<file path="config.mk">
export PLATFORM = sky130hd
export DESIGN_NAME = core_pwrup_seq
export DESIGN_NICKNAME = d
export VERILOG_FILES = /design/src/rtl/cps_pkg.sv /design/src/rtl/cps_rst_sync.sv /design/src/rtl/cps_wait_timer.sv /design/src/rtl/cps_hs_ramp.sv /design/src/rtl/cps_regmap.sv /design/src/rtl/core_pwrup_seq.sv
export SDC_FILE = /design/constraint.sdc
export NUM_CORES = 1
export LEC_CHECK = 0
export BUFFER_PORTS_ARGS = -buffer_cell sky130_fd_sc_hd__buf_2
export CAP_MARGIN = 20
export CORE_UTILIZATION = 30
export DETAILED_ROUTE_END_ITERATION = 12
export MAX_ROUTING_LAYER = met4
export SLEW_MARGIN = 20
export SYNTH_ARGS = -nofsm -noshare
export SYNTH_HDL_FRONTEND = slang
export SYNTH_SLANG_ARGS = --single-unit
</file>
<file path="constraint.sdc">
create_clock -name clk -period 1.55 [get_ports clk]
set_input_delay 0.155 -clock clk [delete_from_list [all_inputs] [get_ports clk]]
set_output_delay 0.155 -clock clk [all_outputs]
set_load 0.02 [all_outputs]
</file>
<file path="src/rtl/cps_pkg.sv">
package cps_pkg;

  typedef enum logic [3:0] {
    ST_IDLE,
    ST_INIT,
    ST_RAMP,
    ST_WAIT1,
    ST_MEMREL,
    ST_WAIT2,
    ST_WAIT3,
    ST_RSTREL,
    ST_DONE
  } cps_state_e;

  // bit 7 .. bit 0 of the control word
  typedef struct packed {
    logic pwrd_up;
    logic clk_gate;
    logic por_rst;
    logic core_rst;
    logic mem_hs;
    logic l1_rst_dis;
    logic mem_clamp;
    logic core_clamp;
  } cps_ctrl_t;

  localparam cps_ctrl_t CTRL_START = '{
    pwrd_up:    1'b0,
    clk_gate:   1'b0,
    por_rst:    1'b1,
    core_rst:   1'b1,
    mem_hs:     1'b0,
    l1_rst_dis: 1'b0,
    mem_clamp:  1'b1,
    core_clamp: 1'b1
  };

  localparam int OFS_CTRL  = 'h04;
  localparam int OFS_PGATE = 'h14;
  localparam int CNT_LSB   = 24;

  function automatic logic is_wait(input cps_state_e s);
    return (s == ST_WAIT1) || (s == ST_WAIT2) || (s == ST_WAIT3);
  endfunction

  function automatic cps_ctrl_t ctrl_for_state(input cps_state_e s);
    cps_ctrl_t c;
    c = CTRL_START;
    case (s)
      ST_MEMREL: begin
        c.mem_clamp = 1'b0;
      end
      ST_WAIT2: begin
        c.mem_clamp = 1'b0;
        c.mem_hs    = 1'b1;
      end
      ST_WAIT3: begin
        c.mem_clamp  = 1'b0;
        c.mem_hs     = 1'b1;
        c.core_clamp = 1'b0;
      end
      ST_RSTREL: begin
        c.mem_clamp  = 1'b0;
        c.mem_hs     = 1'b1;
        c.core_clamp = 1'b0;
        c.core_rst   = 1'b0;
        c.por_rst    = 1'b0;
      end
      ST_DONE: begin
        c.mem_clamp  = 1'b0;
        c.mem_hs     = 1'b1;
        c.core_clamp = 1'b0;
        c.core_rst   = 1'b0;
        c.por_rst    = 1'b0;
        c.pwrd_up    = 1'b1;
      end
      default: c = CTRL_START;
    endcase
    return c;
  endfunction

  function automatic logic hsw_for_state(input cps_state_e s);
    return (s != ST_IDLE) && (s != ST_INIT);
  endfunction

endpackage

</file>
<file path="src/rtl/cps_rst_sync.sv">
module cps_rst_sync (
  input  logic clk,
  input  logic rst_n,
  output logic rst_sn
);

  logic [1:0] sync_q;
  logic [1:0] sync_d;

  always_comb begin
    sync_d = {sync_q[0], 1'b1};
  end

  always_ff @(posedge clk or negedge rst_n) begin
    if (!rst_n) begin
      sync_q <= 2'b00;
    end else begin
      sync_q <= sync_d;
    end
  end

  assign rst_sn = sync_q[1];

endmodule

</file>
<file path="src/rtl/cps_wait_timer.sv">
module cps_wait_timer #(
  parameter int WAIT_CYCLES = 200
) (
  input  logic clk,
  input  logic rst_n,
  input  logic load_i,
  output logic expired_o
);

  localparam int TW = (WAIT_CYCLES > 1) ? $clog2(WAIT_CYCLES) : 1;
  localparam logic [TW-1:0] LOAD_VAL = TW'(WAIT_CYCLES - 1);

  logic [TW-1:0] cnt_q, cnt_d;
  logic          run_q, run_d;
  logic          cnt_en;

  always_comb begin
    cnt_d = cnt_q;
    run_d = run_q;
    if (load_i) begin
      cnt_d = LOAD_VAL;
      run_d = 1'b1;
    end else if (run_q) begin
      if (cnt_q == '0) begin
        run_d = 1'b0;
      end else begin
        cnt_d = cnt_q - 1'b1;
      end
    end
  end

  assign cnt_en = load_i | run_q;

  always_ff @(posedge clk or negedge rst_n) begin
    if (!rst_n) begin
      cnt_q <= '0;
      run_q <= 1'b0;
    end else if (cnt_en) begin
      cnt_q <= cnt_d;
      run_q <= run_d;
    end
  end

  assign expired_o = run_q & (cnt_q == '0);

endmodule

</file>
<file path="src/rtl/cps_hs_ramp.sv">
module cps_hs_ramp #(
  parameter int STAGES = 16,
  parameter int COUNT  = 16,
  parameter int CW     = $clog2(STAGES + 1)
) (
  input  logic              clk,
  input  logic              rst_n,
  input  logic              clr_i,
  input  logic              step_i,
  output logic [STAGES-1:0] hs_en_o,
  output logic [CW-1:0]     count_o,
  output logic              full_o
);

  logic [CW-1:0] cnt_q, cnt_d;
  logic          cnt_en;

  assign full_o = (cnt_q == CW'(COUNT));

  always_comb begin
    cnt_en = clr_i | (step_i & ~full_o);
    cnt_d  = clr_i ? '0 : cnt_q + 1'b1;
  end

  always_ff @(posedge clk or negedge rst_n) begin
    if (!rst_n) begin
      cnt_q <= '0;
    end else if (cnt_en) begin
      cnt_q <= cnt_d;
    end
  end

  for (genvar g = 0; g < STAGES; g++) begin : g_stage
    assign hs_en_o[g] = (cnt_q > CW'(g));
  end

  assign count_o = cnt_q;

endmodule

</file>
<file path="src/rtl/cps_regmap.sv">
module cps_regmap
  import cps_pkg::*;
#(
  parameter int ADDR_W = 8,
  parameter int DATA_W = 32,
  parameter int CW     = 5
) (
  input  logic [ADDR_W-1:0] rd_addr_i,
  input  cps_ctrl_t         ctrl_i,
  input  logic              hsw_i,
  input  logic [CW-1:0]     count_i,
  output logic [DATA_W-1:0] rd_data_o
);

  always_comb begin
    rd_data_o = '0;
    if (rd_addr_i == ADDR_W'(OFS_CTRL)) begin
      rd_data_o[7:0] = ctrl_i;
    end else if (rd_addr_i == ADDR_W'(OFS_PGATE)) begin
      rd_data_o[0]             = hsw_i;
      rd_data_o[CNT_LSB +: CW] = count_i;
    end
  end

endmodule

</file>
<file path="src/rtl/core_pwrup_seq.sv">
module core_pwrup_seq
  import cps_pkg::*;
#(
  parameter int CLK_MHZ   = 100,
  parameter int WAIT_US   = 2,
  parameter int HS_STAGES = 16,
  parameter int HS_COUNT  = 16,
  parameter int ADDR_W    = 8,
  parameter int DATA_W    = 32
) (
  input  logic                 clk,
  input  logic                 rst_n,
  input  logic                 start_i,
  input  logic [ADDR_W-1:0]    rd_addr_i,
  output logic [DATA_W-1:0]    rd_data_o,
  output logic                 core_clamp_o,
  output logic                 mem_clamp_o,
  output logic                 l1_rst_dis_o,
  output logic                 mem_hs_en_o,
  output logic                 core_rst_o,
  output logic                 por_rst_o,
  output logic                 clk_gate_o,
  output logic                 pwrd_up_o,
  output logic [HS_STAGES-1:0] hs_en_o,
  output logic                 busy_o,
  output logic                 done_o
);

  localparam int WAIT_CYCLES = WAIT_US * CLK_MHZ;
  localparam int HS_CW       = $clog2(HS_STAGES + 1);

  logic             rst_sn;
  cps_state_e       state_q, state_d;
  cps_ctrl_t        ctrl_q, ctrl_d;
  logic             hsw_q, hsw_d;
  logic             busy_q, busy_d;
  logic             done_q, done_d;
  logic             step_en;
  logic             tmr_load;
  logic             tmr_expired;
  logic             ramp_clr;
  logic             ramp_step;
  logic             ramp_full;
  logic [HS_CW-1:0] ramp_count;

  cps_rst_sync u_rst_sync (
    .clk    (clk),
    .rst_n  (rst_n),
    .rst_sn (rst_sn)
  );

  always_comb begin
    state_d = state_q;
    case (state_q)
      ST_IDLE:   if (start_i)     state_d = ST_INIT;
      ST_INIT:                    state_d = ST_RAMP;
      ST_RAMP:   if (ramp_full)   state_d = ST_WAIT1;
      ST_WAIT1:  if (tmr_expired) state_d = ST_MEMREL;
      ST_MEMREL:                  state_d = ST_WAIT2;
      ST_WAIT2:  if (tmr_expired) state_d = ST_WAIT3;
      ST_WAIT3:  if (tmr_expired) state_d = ST_RSTREL;
      ST_RSTREL:                  state_d = ST_DONE;
      ST_DONE:   if (start_i)     state_d = ST_INIT;
      default:                    state_d = ST_IDLE;
    endcase
  end

  always_comb begin
    step_en   = (state_d != state_q);
    ctrl_d    = ctrl_for_state(state_d);
    hsw_d     = hsw_for_state(state_d);
    busy_d    = (state_d != ST_IDLE) && (state_d != ST_DONE);
    done_d    = (state_d == ST_DONE);
    tmr_load  = step_en && is_wait(state_d);
    ramp_clr  = step_en && (state_d == ST_INIT);
    ramp_step = (state_q == ST_RAMP);
  end

  always_ff @(posedge clk or negedge rst_sn) begin
    if (!rst_sn) begin
      state_q <= ST_IDLE;
      ctrl_q  <= CTRL_START;
      hsw_q   <= 1'b0;
      busy_q  <= 1'b0;
      done_q  <= 1'b0;
    end else if (step_en) begin
      state_q <= state_d;
      ctrl_q  <= ctrl_d;
      hsw_q   <= hsw_d;
      busy_q  <= busy_d;
      done_q  <= done_d;
    end
  end

  cps_wait_timer #(
    .WAIT_CYCLES (WAIT_CYCLES)
  ) u_timer (
    .clk       (clk),
    .rst_n     (rst_sn),
    .load_i    (tmr_load),
    .expired_o (tmr_expired)
  );

  cps_hs_ramp #(
    .STAGES (HS_STAGES),
    .COUNT  (HS_COUNT),
    .CW     (HS_CW)
  ) u_ramp (
    .clk     (clk),
    .rst_n   (rst_sn),
    .clr_i   (ramp_clr),
    .step_i  (ramp_step),
    .hs_en_o (hs_en_o),
    .count_o (ramp_count),
    .full_o  (ramp_full)
  );

  cps_regmap #(
    .ADDR_W (ADDR_W),
    .DATA_W (DATA_W),
    .CW     (HS_CW)
  ) u_regs (
    .rd_addr_i (rd_addr_i),
    .ctrl_i    (ctrl_q),
    .hsw_i     (hsw_q),
    .count_i   (ramp_count),
    .rd_data_o (rd_data_o)
  );

  assign core_clamp_o = ctrl_q.core_clamp;
  assign mem_clamp_o  = ctrl_q.mem_clamp;
  assign l1_rst_dis_o = ctrl_q.l1_rst_dis;
  assign mem_hs_en_o  = ctrl_q.mem_hs;
  assign core_rst_o   = ctrl_q.core_rst;
  assign por_rst_o    = ctrl_q.por_rst;
  assign clk_gate_o   = ctrl_q.clk_gate;
  assign pwrd_up_o    = ctrl_q.pwrd_up;
  assign busy_o       = busy_q;
  assign done_o       = done_q;

endmodule

</file>
Word level (Yosys, flattened, before mapping) --
Cells that the tools add are included.
Cells by class: add/sub/neg operators 2, magnitude comparators 16, eq/ne operators 22, mux-type cells 23, bitwise gates (word level) 5, reductions and logical operators 16
Operators with widths (number):
- > comparator 5 x 4 -> 1 bit (second input constant) | 8
- == test 4 x 3 -> 1 bit (second input constant) | 8
- case mux 4 bit (8 select lines) | 1
- two-way mux 8 bit | 3
- > comparator 5 x 3 -> 1 bit (second input constant) | 4
- two-way mux 4 bit | 5
- two-way mux 5 bit | 3
- == test 4 x 2 -> 1 bit (second input constant) | 3
- > comparator 5 x 1 -> 1 bit (second input constant) | 2
- > comparator 5 x 2 -> 1 bit (second input constant) | 2
- two-way mux 1 bit | 9
- == test 4 x 1 -> 1 bit (second input constant) | 2
- == test 4 bit (second input constant) | 2
- == test 8 x 3 -> 1 bit (second input constant) | 1
- == test 8 x 5 -> 1 bit (second input constant) | 1
- zero test 8 bit | 1
- subtractor 8 x 1 -> 8 bit (second input constant) | 1
- two-way mux 7 bit | 1
- adder 5 x 1 -> 5 bit (second input constant) | 1
- == test 5 bit (second input constant) | 1
- OR reduction 5 bit | 1
- logical AND 1 bit | 4
- zero test 4 bit | 1
- inequality test 4 x 1 -> 1 bit (second input constant) | 1
- other kinds (14) | 18
Storage, ports and cells: register bits after elaboration 29, logic and storage cells 98

Logic depth before layout (Yosys ltp) --
depth in word-level cells 10, depth in mapped cells 10, mapped depth without buffers 8

Cells and area by module --
A second synthesis with hierarchy kept.
Unflattened totals: cell total of the unflattened synthesis 271, area, all modules 2273.4 um^2
By module, submodules not included:
- core_pwrup_seq | instances 1, cells an instance 98, area each 863.3 um^2
- cps_hs_ramp | instances 1, cells an instance 66, area each 498.0 um^2
- cps_wait_timer | instances 1, cells an instance 52, area each 496.7 um^2
- cps_regmap | instances 1, cells an instance 52, area each 361.6 um^2
- cps_rst_sync | instances 1, cells an instance 3, area each 53.8 um^2

Worst setup path after synthesis --
Ideal clock, no wire load.
path type register to register, from register u_ramp.cnt_q[0] (netlist: u_ramp.count_o[0]), to register u_timer.cnt_q[4], data arrival time 2036 ps, required time 1431 ps, slack -605 ps, stages on the path, launching flop included 10, path buffers 1, period minus slack after synthesis 2155 ps, path through dfrtp_1 clkbuf_1 inv_1 ha_1 nor4bb_1 nand4b_1 nand3_1 a211oi_4 a211o_2 and2_1
Between the ends: cells in the longest elaborated chain, start to end 9, elaborated cells between the ends (all ways) 15, those cells by class eq/ne (6); mux (3); bitwise (1); reduce/logical (5)
Ends and longest elaborated chain:
- from (decl) | RTL line cps_hs_ramp.sv:15 | logic [CW-1:0] cnt_q, cnt_d;
- from (signal assigned) | RTL line cps_hs_ramp.sv:29 | cnt_q <= cnt_d;
- == test 5 bit (*) | RTL line cps_hs_ramp.sv:18 | assign full_o = (cnt_q == CW'(COUNT));
- two-way mux 4 bit (*) | RTL line core_pwrup_seq.sv:57 | ST_RAMP: if (ramp_full) state_d = ST_WAIT1;
- case mux 4 bit (8 select lines) (*) | RTL line core_pwrup_seq.sv:54 | case (state_q)
- == test 4 x 2 -> 1 bit or == test 4 x 3 -> 1 bit (tied branches) | RTL line cps_pkg.sv:43 | return (s == ST_WAIT1) || (s == ST_WAIT2) || (s == ST_WAIT3);
- logical OR 1 bit (2 in series) | RTL line cps_pkg.sv:43
- logical AND 1 bit (*) | RTL line core_pwrup_seq.sv:74 | tmr_load = step_en && is_wait(state_d);
- inequality test 2 x 1 -> 1 bit (no source line) (tied with other cells)
- AND reduction 3 bit (no source line)
- to (signal assigned) | RTL line cps_wait_timer.sv:39 | cnt_q <= cnt_d;
- to (decl) | RTL line cps_wait_timer.sv:13 | logic [TW-1:0] cnt_q, cnt_d;
Mark *: on every way between the ends. The rest lies on a longest branch, timed or not. A chain may end at the register's enable or synchronous reset.

Worst setup path after layout --
from register u_timer.cnt_q[1], to register ctrl_q, in the netlist pwrd_up_o
Between the ends: cells in the longest elaborated chain, start to end 6, elaborated cells between the ends (all ways) 9, those cells by class eq/ne (2); mux (5); bitwise (1); reduce/logical (1)
Ends and longest elaborated chain:
- zero test 8 bit (*) | RTL line cps_wait_timer.sv:44 | assign expired_o = run_q & (cnt_q == '0);
- bitwise AND 1 bit (*) | RTL line cps_wait_timer.sv:44
- two-way mux 4 bit, on equally long branches | RTL line core_pwrup_seq.sv:61, core_pwrup_seq.sv:58, core_pwrup_seq.sv:60
- case mux 4 bit (8 select lines) (*) | RTL line core_pwrup_seq.sv:54
- == test 4 bit | RTL line cps_pkg.sv:49 | case (s)
- two-way mux 1 bit | RTL line cps_pkg.sv:49
- to (signal assigned) | RTL line core_pwrup_seq.sv:88 | ctrl_q <= ctrl_d;
- to (decl) | RTL line core_pwrup_seq.sv:34 | cps_ctrl_t ctrl_q, ctrl_d;
Marks and branches as above.

==> reports/results.ini <==
[synthesis]
synth_seq_cells = 27
synthMuxAreaShare_pct = 2.14
ys.flop_type = dfrtp_1
syn_avg_cell_area_um2 = 8.64
synth-edff-count = 0
yosys-top-cells-area = dfrtp_1, buf_4, nand2_1
async_flop_share_pct = 100
synth_largest_area_cell = dfrtp_1
synth-xor-area-share_pct = 4.85
ys_types = 48
syn_inst = 230
synth_area_um2 = 1990
synth_top_family_by_area = simple AND/OR/NAND/NOR gates
synth_compound_area_share_pct = 15.1
synth-seq-area-share_pct = 34.2
yosys.area.top_type_share_pct = 30.2
yosys_warnings = 0
synth-simple-area-share_pct = 25.8
synthAdderAreaFrac_pct = 3.78

[worst_setup_path]
crit_family = simple AND/OR/NAND/NOR gates
worst-path-buf-inv = 2
cp-start-kind = flop
critPathMaxFanout = 5
cp.arrival_ns = 2.28
path_depth = 8
rr_worst_depth = 8
cpPeakStageDelay_ns = 0.38
crit_chain = inv_2 > ha_4 > nor4b_4 > and3_4 > or3_4 > a211oi_4 > buf_6 > mux2_4
criticalPathCategory = flop to flop
cp_data_required_time_ns = 1.72
crit_slowest_cell = dfrtp_1
cp-end-kind = flop

[die]
die_h_um = 83.4
die_x_um = 83.4
die_area_um2 = 6950
start_util_pct = 31.1
io_pins = 69
fp-row-count = 29
core_um2 = 6390

[timing]
fmax_ghz = 0.475
setup_violations = 37
hold_viol_final = 0
layout_setup_ws_ns = -0.554
period_share_pct = 136
worst_slew_pin_slew_ns = 0.562
slew-limit-headroom_pct = 62.0
skew_ns = 0.00348
finalMaxSlewViolations = 0
rsz0062_at_grt = yes
min_period_ns = 2.10

[placement]
place.gp.congestion = 0.833
port_buffers = 45
dpl.hpwl_um = 3460
place_inst = 386

[global_routing]
antenna_found_initial = 0
met2_usage_pct = 26.3
grt_pass1_vias = 1771
overflow = 0
met1_usage_pct = 18.2
grt_pass1_wl_um = 8220
top_usage_layer = met2
grt.total_usage_pct = 14.9
grt_max_degree = 26
use_met3_pct = 2.49

[clock_tree]
cts_buffer_depth = 2
cts_root_buf = clkbuf_8
clk_pin_slew_ns = 0.10
cts_sinks = 27
clk_latency_ns = 0.28
cts_max_level = 1
cts_tree = yes
cts_buffers = 3

[flow_run]
maxCapViolations = 0

[drt]
dr.pass1.iters = 4
routed_wl_um = 5640
drtAntennaViolNets = 0
via_count = 1974
drc = 0
wl_per_cell_um = 13.6
vias_per_cell = 4.76
drtIter0Drc = 79

[pwr]
cellLeakagePower_nw = 1.50
power.density_nw_per_um2 = 2170
ir_worst_vdd_mv = 1.36
netSwitchingPower_w = 0.00321
seq_power_share_pct = 17.5
power.share.clock_pct = 5.8
finalPower_w = 0.00718
internal_power_w = 0.00397
combPwrFrac_pct = 76.7
sw_frac_of_total_pct = 44.7

[cells_and_area]
drive_gt1_share_pct = 55.3
fin_util_pct = 51.8
area_growth_pct = 66.6
n_fill_cell = 551
instances_no_fill = 415
n_antenna_cell = 0
final_nets = 356

[outcome]
status = finished, violations left
violations = negative setup slack

[worst_hold_path]
hp-class = input port to async pin

==> layout by cell type, fill, tap and decap left out, types with 6 or more instances in the layout <==
cell type / Yosys / final
conb_1: 2 / 24
buf_4: 27 / 46
nand2_1: 24 / 19
o21ai_2: 0 / 9
nor2_1: 18 / 13
nor3_1: 10 / 8
buf_2: 2 / 31
ha_4: 0 / 6
or3_1: 7 / 7
buf_6: 0 / 37
dfrtp_1: 24 / 23
==> per-layer routing <==
metal / up-vias / wire [um]
met4: 0 / 62
met3: 11 / 254
met1: 917 / 2280
met2: 81 / 3040
li1: 965 / -
met5: - / 0
==> sequential cells by signal, indices dropped and copies added, names as in the netlist, 2 cells and up <==
| signal | cells |
|---|---|
| state_q | 4 |
| u_rst_sync.sync_q | 2 |
| u_timer.cnt_q | 8 |
| u_ramp.count_o | 5 |
==> worst paths after layout <==
kind / start / end / slack, ns
setup / recovery: u_timer.cnt_q[1]$_DFFE_PN0P_ / pwrd_up_o$_DFFE_PN0P_ / -0.55
hold / removal: rst_n / u_rst_sync.sync_q[0]$_DFF_PN0_ / 0.17
setup reg to reg: u_timer.cnt_q[1]$_DFFE_PN0P_ / pwrd_up_o$_DFFE_PN0P_ / -0.55
hold reg to reg: u_rst_sync.sync_q[1]$_DFF_PN0_ / state_q[3]$_DFFE_PN0P_ / 0.23
max in group asynchronous: u_rst_sync.sync_q[1]$_DFF_PN0_ / core_clamp_o$_DFFE_PN1P_ / 1.04
min in group clk: start_i / u_ramp.count_o[4]$_DFFE_PN0P_ / 0.34
==> kinds of logic after synthesis <==
group | count (synthesis)
AOI/OAI and AO/OA | 42
and+or+nand+nor | 93
buffers and inverters | 45
adders and majority gates | 6
DFF | 27
muxes | 4
xor gates and xnor gates | 11
other | 2
==> synth_stat cells (2+ instances only) <==
master and number:
nor3_1 10, mux2i_1 2, mux2_1 2, xnor2_1 6, dfrtp_1 24, a21oi_1 6
dfstp_2 3, and2_1 7, buf_4 27, nand3b_1 3, buf_2 2, o21ai_0 16
conb_1 2, nand3_1 7, ha_1 6, nor4bb_1 2, o21ai_1 2, nand2b_1 4
a21o_1 2, or3_1 7, clkbuf_1 6, a211o_1 2, a311oi_1 2, nand2_1 24
nor2_1 18, xor2_1 5, o31ai_1 3, inv_1 9, o211ai_1 2
==> area by class of cell <==
| type | count | area, um2 | share of cell area [%] |
|---|---|---|---|
| multi-input cells | 181 | 1500 | 45.3 |
| repair buffers | 116 | 942 | 28.5 |
| flip-flops and latches | 27 | 681 | 20.6 |
| well taps | 77 | 96.3 | 2.91 |
| clock buffers | 3 | 41.3 | 1.25 |
| inverters | 10 | 41.3 | 1.25 |
| clock inverters | 1 | 7.51 | 0.227 |
==> repair_timing <==
action / CTS / global route
pin swaps: 12 / 30
hold endpoints to repair: 2 / 0
setup buffers: 10 / 17
endpoints found under the setup margin: 33 / 45
hold buffers: 1 / 0
resized for setup: 62 / 71
gates cloned: 0 / 2
==> power by group through the flow <==
| stage | sequential (W) | clock (W) | combinational [W] |
|---|---|---|---|
| finish | 0.00125 | 0.000415 | 0.00551 |
| global route | 0.00129 | 0.000459 | 0.00587 |
| CTS | 0.00122 | 0.000444 | 0.00431 |
| detailed placement | 0.00123 | 0 | 0.00353 |
| global placement | 0.00123 | 0 | 0.00349 |
| floorplan | 0.00131 | 0 | 0.00231 |
==> per-stage QoR <==
stage / setup TNS, ns / setup slack [ns] / hold WS [ns] / area (um2)
detailed placement: -9.01 / -0.572 / -0.0581 / 2560
CTS: -9.31 / -0.499 / 0.165 / 2910
finish: -12.85 / -0.554 / 0.172 / 3310
global route: -15.88 / -0.629 / 0.169 / 3310
global placement: -8.29 / -0.519 / -0.0585 / 2560
floorplan: -6.27 / -0.428 / -0.141 / 2150
No activity file was read; power rests on OpenSTA's default activity.
